[src/rtl/scatter_pkg.sv]
package scatter_pkg;
  localparam logic [63:0] SENTINEL = '1;
  localparam logic [3:0]  OP_COPY  = 4'd0;
  localparam logic [3:0]  OP_ADD   = 4'd4;
  localparam logic [63:0] REBASE   = 64'h1_0000_0000;

  typedef enum logic [1:0] {
    KIND_U32 = 2'd0,
    KIND_U64 = 2'd1,
    KIND_I64 = 2'd2,
    KIND_BAD = 2'd3
  } idx_kind_e;

  typedef enum logic [2:0] {
    S_IDLE, S_LOAD, S_SLOT, S_RD, S_WR, S_FIN
  } seq_state_e;

  function automatic logic op_supported(input logic [3:0] op);
    return (op == OP_COPY) || (op == OP_ADD);
  endfunction

  function automatic logic kind_supported(input logic [1:0] kind);
    return kind != KIND_BAD;
  endfunction

  function automatic logic [63:0] index_to_token(input logic [63:0] raw,
                                                 input logic [1:0] kind);
    if (kind == KIND_U32) return {32'd0, raw[31:0]};
    return raw - REBASE;
  endfunction

  function automatic logic [63:0] entry_address(input logic [63:0] base,
                                                input logic [15:0] stride,
                                                input logic [63:0] token,
                                                input int unsigned elem_bytes);
    return base + 64'(elem_bytes) * (64'(stride) * token);
  endfunction
endpackage

[src/rtl/scatter_slot_gen.sv]
module scatter_slot_gen
  import scatter_pkg::*;
#(
  parameter int NUM_PART   = 4,
  parameter int SLOT_W     = 4,
  parameter int CNT_W      = 8,
  parameter int STRIDE_W   = 16,
  parameter int ELEM_BYTES = 4
) (
  input  logic [SLOT_W-1:0]   slot,
  input  logic [63:0]         raw,
  input  logic [1:0]          kind,
  input  logic [CNT_W-1:0]    valid_cnt,
  input  logic [63:0]         base,
  input  logic [STRIDE_W-1:0] stride,
  output logic [63:0]         addr
);
  logic [SLOT_W-1:0] entry_j;
  logic              unused_slot;
  logic [63:0]       token;

  assign entry_j     = slot / SLOT_W'(NUM_PART);
  assign unused_slot = 32'(entry_j) >= 32'(valid_cnt);
  assign token       = index_to_token(raw, kind);
  assign addr        = unused_slot ? SENTINEL
                                   : entry_address(base, 16'(stride), token, ELEM_BYTES);
endmodule

[src/rtl/scatter_slot_table.sv]
module scatter_slot_table #(
  parameter int DEPTH = 16,
  parameter int AW    = 4
) (
  input  logic          clk,
  input  logic          we,
  input  logic [AW-1:0] idx,
  input  logic [63:0]   wdata,
  output logic [63:0]   rdata
);
  logic [63:0] mem [DEPTH];

  always_ff @(posedge clk) begin
    if (we) mem[idx] <= wdata;
  end

  assign rdata = mem[idx];
endmodule

[src/rtl/scatter_seq.sv]
module scatter_seq
  import scatter_pkg::*;
#(
  parameter int NUM_SLOTS  = 16,
  parameter int SLOT_W     = 4,
  parameter int ELEMS      = 4,
  parameter int EL_W       = 2,
  parameter int SRC_AW     = 6,
  parameter int CNT_W      = 8,
  parameter int STRIDE_W   = 16,
  parameter int ELEM_BYTES = 4
) (
  input  logic                clk,
  input  logic                rst_n,
  input  logic                start,
  input  logic [3:0]          cfg_op,
  input  logic [1:0]          cfg_idx_kind,
  input  logic [63:0]         cfg_base,
  input  logic [STRIDE_W-1:0] cfg_stride,
  input  logic [CNT_W-1:0]    cfg_valid_cnt,
  input  logic [CNT_W-1:0]    cfg_addr_cnt,
  input  logic                idx_valid,
  output logic                idx_ready,
  output logic [1:0]          kind_q,
  output logic [63:0]         base_q,
  output logic [STRIDE_W-1:0] stride_q,
  output logic [CNT_W-1:0]    vc_q,
  output logic                tbl_we,
  output logic [SLOT_W-1:0]   slot_idx,
  input  logic [63:0]         tbl_rdata,
  output logic                src_rd_en,
  output logic [SRC_AW-1:0]   src_addr,
  input  logic [31:0]         src_rd_data,
  output logic                dst_rd_en,
  output logic                dst_wr_en,
  output logic [63:0]         dst_addr,
  output logic [31:0]         dst_wr_data,
  input  logic [31:0]         dst_rd_data,
  output logic                busy,
  output logic                done,
  output logic                err
);
  localparam logic [SLOT_W-1:0] LAST_SLOT = SLOT_W'(NUM_SLOTS - 1);
  localparam logic [EL_W-1:0]   LAST_EL   = EL_W'(ELEMS - 1);

  seq_state_e       state;
  logic [EL_W-1:0]  el;
  logic [3:0]       op_q;
  logic             cfg_bad;
  logic             is_add;
  logic             last_slot;

  assign cfg_bad   = !op_supported(cfg_op) || !kind_supported(cfg_idx_kind)
                   || (cfg_valid_cnt > cfg_addr_cnt);
  assign is_add    = op_q == OP_ADD;
  assign last_slot = slot_idx == LAST_SLOT;

  always_ff @(posedge clk or negedge rst_n) begin
    if (!rst_n) begin
      state    <= S_IDLE;
      slot_idx <= '0;
      el       <= '0;
      err      <= 1'b0;
      op_q     <= '0;
      kind_q   <= '0;
      base_q   <= '0;
      stride_q <= '0;
      vc_q     <= '0;
    end else begin
      case (state)
        S_IDLE: if (start) begin
          op_q     <= cfg_op;
          kind_q   <= cfg_idx_kind;
          base_q   <= cfg_base;
          stride_q <= cfg_stride;
          vc_q     <= cfg_valid_cnt;
          err      <= cfg_bad;
          slot_idx <= '0;
          el       <= '0;
          state    <= cfg_bad ? S_FIN : S_LOAD;
        end
        S_LOAD: if (idx_valid) begin
          if (last_slot) begin
            slot_idx <= '0;
            state    <= S_SLOT;
          end else begin
            slot_idx <= slot_idx + 1'b1;
          end
        end
        S_SLOT: begin
          if (tbl_rdata == SENTINEL) begin
            if (last_slot) state <= S_FIN;
            else slot_idx <= slot_idx + 1'b1;
          end else begin
            el    <= '0;
            state <= S_RD;
          end
        end
        S_RD: state <= S_WR;
        S_WR: begin
          if (el == LAST_EL) begin
            if (last_slot) state <= S_FIN;
            else begin
              slot_idx <= slot_idx + 1'b1;
              state    <= S_SLOT;
            end
          end else begin
            el    <= el + 1'b1;
            state <= S_RD;
          end
        end
        S_FIN:   state <= S_IDLE;
        default: state <= S_IDLE;
      endcase
    end
  end

  assign idx_ready   = state == S_LOAD;
  assign tbl_we      = (state == S_LOAD) && idx_valid;
  assign src_rd_en   = state == S_RD;
  assign src_addr    = SRC_AW'(slot_idx) * SRC_AW'(ELEMS) + SRC_AW'(el);
  assign dst_rd_en   = (state == S_RD) && is_add;
  assign dst_wr_en   = state == S_WR;
  assign dst_addr    = tbl_rdata + 64'(el) * 64'(ELEM_BYTES);
  assign dst_wr_data = is_add ? dst_rd_data + src_rd_data : src_rd_data;
  assign busy        = state != S_IDLE;
  assign done        = state == S_FIN;

  p_wr_after_rd_r8: assert property (@(posedge clk) disable iff (!rst_n)
    dst_wr_en |-> $past(src_rd_en));
  p_add_reads_dst_r9: assert property (@(posedge clk) disable iff (!rst_n)
    (dst_wr_en && is_add) |-> $past(dst_rd_en));
  p_reject_op_r7: assert property (@(posedge clk) disable iff (!rst_n)
    (state == S_IDLE && start && !op_supported(cfg_op)) |=> (done && err));
  p_done_pulse_r10: assert property (@(posedge clk) disable iff (!rst_n)
    done |=> !done);
  p_quiet_idle_r3: assert property (@(posedge clk) disable iff (!rst_n)
    !busy |-> !(src_rd_en || dst_rd_en || dst_wr_en || idx_ready));
endmodule

[src/rtl/scatter_accum_engine.sv]
module scatter_accum_engine
  import scatter_pkg::*;
#(
  parameter int NUM_PART         = 4,
  parameter int ENTRIES_PER_PART = 4,
  parameter int ENTRY_BYTES      = 16,
  parameter int ELEM_BYTES       = 4,
  parameter int CNT_W            = 8,
  parameter int STRIDE_W         = 16,
  localparam int NUM_SLOTS       = NUM_PART * ENTRIES_PER_PART,
  localparam int SLOT_W          = $clog2(NUM_SLOTS),
  localparam int ELEMS           = ENTRY_BYTES / ELEM_BYTES,
  localparam int EL_W            = (ELEMS > 1) ? $clog2(ELEMS) : 1,
  localparam int SRC_AW          = $clog2(NUM_SLOTS * ELEMS)
) (
  input  logic                clk,
  input  logic                rst_n,
  input  logic                start,
  input  logic [3:0]          cfg_op,
  input  logic [1:0]          cfg_idx_kind,
  input  logic [63:0]         cfg_base,
  input  logic [STRIDE_W-1:0] cfg_stride,
  input  logic [CNT_W-1:0]    cfg_valid_cnt,
  input  logic [CNT_W-1:0]    cfg_addr_cnt,
  input  logic                idx_valid,
  output logic                idx_ready,
  input  logic [63:0]         idx_data,
  output logic                src_rd_en,
  output logic [SRC_AW-1:0]   src_addr,
  input  logic [31:0]         src_rd_data,
  output logic                dst_rd_en,
  output logic                dst_wr_en,
  output logic [63:0]         dst_addr,
  output logic [31:0]         dst_wr_data,
  input  logic [31:0]         dst_rd_data,
  output logic                busy,
  output logic                done,
  output logic                err
);
  logic [1:0]          kind_q;
  logic [63:0]         base_q;
  logic [STRIDE_W-1:0] stride_q;
  logic [CNT_W-1:0]    vc_q;
  logic                tbl_we;
  logic [SLOT_W-1:0]   slot_idx;
  logic [63:0]         slot_addr;
  logic [63:0]         tbl_rdata;

  scatter_slot_gen #(
    .NUM_PART(NUM_PART), .SLOT_W(SLOT_W), .CNT_W(CNT_W),
    .STRIDE_W(STRIDE_W), .ELEM_BYTES(ELEM_BYTES)
  ) u_gen (
    .slot(slot_idx), .raw(idx_data), .kind(kind_q), .valid_cnt(vc_q),
    .base(base_q), .stride(stride_q), .addr(slot_addr)
  );

  scatter_slot_table #(.DEPTH(NUM_SLOTS), .AW(SLOT_W)) u_tbl (
    .clk(clk), .we(tbl_we), .idx(slot_idx), .wdata(slot_addr), .rdata(tbl_rdata)
  );

  scatter_seq #(
    .NUM_SLOTS(NUM_SLOTS), .SLOT_W(SLOT_W), .ELEMS(ELEMS), .EL_W(EL_W),
    .SRC_AW(SRC_AW), .CNT_W(CNT_W), .STRIDE_W(STRIDE_W), .ELEM_BYTES(ELEM_BYTES)
  ) u_seq (
    .clk(clk), .rst_n(rst_n), .start(start),
    .cfg_op(cfg_op), .cfg_idx_kind(cfg_idx_kind), .cfg_base(cfg_base),
    .cfg_stride(cfg_stride), .cfg_valid_cnt(cfg_valid_cnt), .cfg_addr_cnt(cfg_addr_cnt),
    .idx_valid(idx_valid), .idx_ready(idx_ready),
    .kind_q(kind_q), .base_q(base_q), .stride_q(stride_q), .vc_q(vc_q),
    .tbl_we(tbl_we), .slot_idx(slot_idx), .tbl_rdata(tbl_rdata),
    .src_rd_en(src_rd_en), .src_addr(src_addr), .src_rd_data(src_rd_data),
    .dst_rd_en(dst_rd_en), .dst_wr_en(dst_wr_en), .dst_addr(dst_addr),
    .dst_wr_data(dst_wr_data), .dst_rd_data(dst_rd_data),
    .busy(busy), .done(done), .err(err)
  );

  p_skip_sentinel_r5: assert property (@(posedge clk) disable iff (!rst_n)
    dst_wr_en |-> (tbl_rdata != SENTINEL));
  p_no_beats_idle_r5: assert property (@(posedge clk) disable iff (!rst_n)
    tbl_we |-> busy);
endmodule

[config.mk]
export PLATFORM = sky130hd
export DESIGN_NAME = scatter_accum_engine
export DESIGN_NICKNAME = d
export VERILOG_FILES = /design/src/rtl/scatter_pkg.sv /design/src/rtl/scatter_slot_gen.sv /design/src/rtl/scatter_slot_table.sv /design/src/rtl/scatter_seq.sv /design/src/rtl/scatter_accum_engine.sv
export SDC_FILE = /design/constraint.sdc
export NUM_CORES = 2
export LEC_CHECK = 0
export CORE_MARGIN = 2
export CORE_UTILIZATION = 35
export CTS_BUF_LIST = sky130_fd_sc_hd__clkbuf_16
export DETAILED_ROUTE_END_ITERATION = 12
export GPL_ROUTABILITY_DRIVEN = 0
export SLEW_MARGIN = 20
export SYNTH_ARGS = -nofsm -noshare
export SYNTH_HDL_FRONTEND = slang
export SYNTH_SLANG_ARGS = --single-unit
[constraint.sdc]
create_clock -name clk -period 17.3 [get_ports clk]
set_input_delay 3.46 -clock clk [delete_from_list [all_inputs] [get_ports clk]]
set_output_delay 3.46 -clock clk [all_outputs]
set_load 0.05 [all_outputs]
After elaboration in Yosys (flattened, before gate mapping)
Memory sizes are Yosys's and may differ from the RTL's. Index checks and enable logic that the tools add are counted.

Output and inout port bits: 109. Register bits: 104. Memories kept: 1. Bits in writable memories: 1024. Input bits: 234.

Memory list: u_tbl.mem (depth 16, bits a word 64, rd ports 1, clocked after Yosys merged registers in 0, wr ports 1, RTL line scatter_slot_table.sv:11) `logic [63:0] mem [DEPTH];`.

Equal/unequal tests: 19. $lt $le $gt $ge: 2. Multiplexer cells: 27. Multiply operators: 1. Reductions and logical operators: 17. $add $sub $neg: 7.

Operators by type and width (count): two-way mux 64 bit (3); adder 64 x 4 -> 64 bit (1); adder 64 bit (1); == test 64 bit (second input constant) (1); multiplier 16 x 64 -> 62 bit (1); subtractor 64 x 33 -> 64 bit (second input constant) (1); adder 32 bit (1); two-way mux 32 bit (1); two-way mux 3 bit (8); two-way mux 4 bit (6); one-hot mux 4 bit (4 select lines) (1); one-hot mux 3 bit (5 select lines) (1); != test 2 bit (second input constant) (5); == test 4 x 3 -> 1 bit (second input constant) (2); >= comparator 2 x 8 -> 1 bit (1); greater-than comparator 8 bit (1); AND reduction 4 bit (2); adder 6 x 2 -> 6 bit (1); == test 3 x 2 -> 1 bit (second input constant) (2); == test 3 bit (second input constant) (2); two-way mux 2 bit (3); != test 2 x 1 -> 1 bit (second input constant) (3); one-hot mux 2 bit (3 select lines) (1); nonzero test 3 bit (2); other kinds (16) (22).

Longest topological paths before layout
Depth in word-level cells: 8. Mapped depth: 42.

Hierarchy
From an unflattened synthesis, not the netlist that was laid out.

Cells, all modules: 6076. Area, all modules: 76024.2 sq um.

Modules (own cells, without submodules): scatter_slot_table (times used 1, cells each 1584, area an instance 38236.7 sq um); scatter_slot_gen (times used 1, cells each 3661, area an instance 30101.4 sq um); scatter_seq (times used 1, cells each 831, area an instance 7686.1 sq um).

Worst setup path after synthesis
No wires, ideal clock.

Path type: input port to flip-flop. Start: in idx_data[44]. End: mem u_tbl.mem[0][62] (data pin). Library setup time: 0.296 ns. Setup slack: 4.667 ns. Arrival time: 12.337 ns. Stages: 36. Path buffers: 4. Cell sequence: or4_1 > or2_1 > clkbuf_1 > clkbuf_1 > clkbuf_1 > or2_2 > a21oi_1 > clkbuf_1 > nand2_1 > fa_1 > fa_1 > fa_1 > inv_1 > fa_1 > fa_1 > inv_1 > fa_1 > inv_1 > ha_1 > and2_1 > and3_1 > a211oi_1 > nand2_1 > o21ai_0 > o21bai_1 > xor2_1 > ha_1 > a21o_1 > a21o_1 > a21o_1 > a21o_1 > a21o_1 > a21oi_1 > nor2b_1 > a211oi_1 > mux2i_1.

Cells in the longest elaborated chain, start to end: 5.

RTL lines: start, declared (RTL line scatter_accum_engine.sv:27) `input logic [63:0] idx_data,`; subtractor 64 x 33 -> 64 bit (RTL line scatter_pkg.sv:29) `return raw - REBASE;`; two-way mux 64 bit (RTL line scatter_pkg.sv:29); multiplier 16 x 64 -> 62 bit (RTL line scatter_pkg.sv:36) `return base + 64'(elem_bytes) * (64'(stride) * token);`; adder 64 bit (RTL line scatter_pkg.sv:36); two-way mux 64 bit (RTL line scatter_slot_gen.sv:25) `assign addr = unused_slot ? SENTINEL`; net slot_addr[62] (RTL line scatter_accum_engine.sv:46) `logic [63:0] slot_addr;`; end, declared (RTL line scatter_slot_table.sv:11).

The timed path passes the listed nets, and every way through them passes these cells.

Worst setup path after layout
Start: in idx_data[12]. End: mem u_tbl.mem[12][57] (data pin).

Cells in the longest elaborated chain, start to end: 5.

RTL lines (RTL line): subtractor 64 x 33 -> 64 bit / two-way mux 64 bit (equally long branches) (scatter_pkg.sv:29, scatter_pkg.sv:28); two-way mux 64 bit * (scatter_pkg.sv:29); multiplier 16 x 64 -> 62 bit * (scatter_pkg.sv:36); adder 64 bit * (scatter_pkg.sv:36); two-way mux 64 bit * (scatter_slot_gen.sv:25); net slot_addr[57] (scatter_accum_engine.sv:46).

The timed path passes the listed nets; every way through them passes the cells marked *. The select of a mux whose other input is x is not followed.

==> impl_metrics.ini <==
[cells_and_area]
filler_cell_count = 20400
area_growth_pct = 13.3
drive_gt1_share_pct = 11.5
stdcell_count = 9113
nNetsFinal = 7324

[sta]
max_freq_ghz = 0.0696
skew_ns = 0.0499
slew_headroom_pct = 22.7
rsz0062_at_grt = false
drv_slew = 0
setup_tns_ns = 0
min_period_over_period_pct = 83.0
hold_viol = 0
min_period_ns = 14.36
setup-violations-final = 0
worst_pin_slew_ns = 1.16

[clocking]
post_cts_buffers = 0
clock-root-buffer = clkbuf_16
numClockSinks = 1128
clk_pin_slew_ns = 0.06
cts_tree = done
clk-insertion-delay-late_ns = 0.75
holdBufCountCts = 0
numCtsBuffers = 111
cts_resized = 0
cts_htree_levels = 3
clockBufferDepth = 3

[grt]
gr-total-overflow = 0
grt_pass1_vias = 49800
grt_pass1_wl_mm = 321
track_usage_pct = 19.3
antenna_found_initial = 13
grt_max_degree = 127

[critical_path]
reg2reg_slack_ns = 5.14
crit_slowest_cell = clkdlybuf4s50_1
endpoint_kind = register
max_stage_delay_ns = 1.13
path_max_fanout = 16
crit_type = in2reg
critPathLaunchType = primary input
crit_required_ns = 17.60
cp_common_cell = fa_1
crit_arrival_ns = 14.67

[placed_design]
dp.cells = 8896
port_buffers = 340
hpwl_mm = 147

[route]
final_antenna_net_count = 0
avgRoutedWirePerCell_um = 23.6
vias = 47800
avgViaCountPerCell = 5.24
drt_first_pass_iters = 6
drt_iter0_drc = 4282
drc_errors = 0
wirelength_mm = 215

[yosys]
yosys_most_used_dff = edfxtp_1
syn_inst = 5884
synth_area_leaders = edfxtp_1 40%, fa_1 19%, mux4_2 9.5%
synth_top_area_share_pct = 40.5
syn_area_um2 = 76000
yosysSeqAreaShare_pct = 43.9
synth_area_per_cell_um2 = 12.9
async_reset_ff_share_pct = 9.22
synth_nets = 7053
synth_cell_type_count = 83
ys_ff_latch = 1128
ys.warnings.count = 0
synth_edf_count = 1024
yosys.area.top_type = edfxtp_1

[floorplanning]
initial_core_util_pct = 35.1
core_area_um2 = 217000
die_area_um2 = 221000
io_pins = 343
die_y_um = 470
die_width_um = 470
fp-row-count = 171

[worst_hold_path]
hp-class = reg2reg

[run]
cap_violations = 0

[run_status]
outcome = finished, final reports clean
[kinds of logic (layout without fill, tap and decap cells)]
group	Yosys count	in the layout	synth area share, %
mux	419	419	10.9
other cells	0	17	0
xor+xnor	235	235	2.80
fa+ha+maj	935	935	22.6
flops	1128	1128	43.9
compound gates	534	534	4.50
simple gates	1558	1558	9.70
buf+inv	1075	1433	5.56
[cell usage after synthesis (all sizes together) (17+ instances only)]
master and instances:
buf 69, a21o 105, nand2b 37, nor3 46, nand4 32, a21oi 154, or3 19, nand3 60
and3 42, o31ai 17, nor2 154, o21bai 25, inv 797, or4 17, dfrtp 104, and2 274
xor2 92, o21ai 112, mux2 93, clkbuf 208, o21a 18, mux4 320, nand2 801, edfxtp 1024
xnor2 138, fa 727, ha 208
[registers in the layout, summed over array words and instances, names as in the netlist, 2 cells and up]
register	count
u_seq.kind_q	2
u_seq.op_q	4
u_seq.state	3
u_seq.el	2
u_seq.stride_q	16
u_seq.vc_q	8
u_seq.slot_idx	4
u_seq.base_q	64
u_tbl.mem	1024
[critical path: cells and delay by family]
kind | cells | cell delay, ns
AOI/OAI and AO/OA | 17 | 4.49
adders and majority gates | 8 | 3.72
buffers and inverters | 5 | 1.52
and+or+nand+nor | 3 | 0.83
xor gates and xnor gates | 2 | 0.62
[placed cells by master, fill, tap and decap left out, types with 11 or more instances in the layout]
| cell type | netlist | final |
|---|---|---|
| clkbuf_16 | 0 | 112 |
| xor2_1 | 92 | 92 |
| nand3_1 | 60 | 60 |
| mux2_2 | 93 | 93 |
| clkinv_1 | 1 | 27 |
| nand3b_1 | 11 | 11 |
| diode_2 | 0 | 17 |
| nor2b_1 | 16 | 16 |
| nor2_4 | 1 | 13 |
| o21a_1 | 18 | 18 |
| clkdlybuf4s50_1 | 0 | 339 |
| nand2b_1 | 37 | 37 |
| o21ai_0 | 111 | 109 |
| and2_1 | 274 | 274 |
| inv_1 | 796 | 820 |
| a21o_1 | 105 | 105 |
| ha_1 | 208 | 208 |
| nand2_1 | 800 | 800 |
| a211oi_1 | 16 | 16 |
| dfrtp_1 | 104 | 96 |
| o31ai_1 | 17 | 17 |
| a21oi_1 | 152 | 151 |
| o21bai_1 | 25 | 25 |
| clkinv_2 | 0 | 17 |
| nor3_1 | 44 | 40 |
| nand4_1 | 32 | 32 |
| and3_1 | 42 | 40 |
| or4_1 | 15 | 14 |
| edfxtp_1 | 1024 | 1024 |
| or3_1 | 19 | 19 |
| mux4_2 | 320 | 320 |
| nor2_1 | 153 | 140 |
| xnor2_1 | 138 | 138 |
| buf_4 | 28 | 91 |
| fa_1 | 727 | 727 |
| nor4_1 | 14 | 14 |
[layer usage]
metal  track usage (%)  vias up  share of wire, %
met2              31.5     1758                48
met3              3.17      285               6.8
met4              5.90        2               3.0
met1              26.5    25000                43
li1                  -    20700                 -
met5                 0        -            0.0088
[final timing paths]
path / startpoint / to / cells past startpoint
max in group asynchronous: rst_n / u_seq.stride_q[2]$_DFFE_PN0P_ / 2
min in group asynchronous: rst_n / u_seq.base_q[44]$_DFFE_PN0P_ / 1
hold reg to reg: u_seq.base_q[0]$_DFFE_PN0P_ / u_seq.base_q[0]$_DFFE_PN0P_ / 1
setup reg to reg: u_seq.stride_q[9]$_DFFE_PN0P_ / u_tbl.mem[12][57]$_DFFE_PP_ / 35
hold / removal: u_seq.base_q[0]$_DFFE_PN0P_ / u_seq.base_q[0]$_DFFE_PN0P_ / 1
setup / recovery: idx_data[12] / u_tbl.mem[12][57]$_DFFE_PP_ / 35
[per-stage QoR]
stage | cell area, um2 | setup slack [ns] | utilization, % | hold WS (ns)
after floorplan | 76000 | 4.67 | - | 0.472
after global placement | 82600 | 2.44 | 38.2 | 0.483
after detailed placement | 82600 | 2.27 | 38.2 | 0.486
after CTS | 86000 | 3.02 | 39.7 | 0.500
after global routing | 86100 | 2.32 | 39.7 | 0.508
final | 86100 | 2.94 | 39.7 | 0.504
[layout make-up]
class	count	area [um2]	area share, %
diodes	17	42.5	0.0494
clock buffers	112	2800	3.26
clock inverters	88	579	0.673
inverters	798	3000	3.48
multi-input cells	3681	38500	44.8
flip-flops and latches	1128	33400	38.8
well taps	2854	3570	4.15
repair buffers	435	4170	4.84
Power is left out: the tool's default activity adds up to more than one toggle a clock period on the data nets, which glitch-free logic cannot reach.
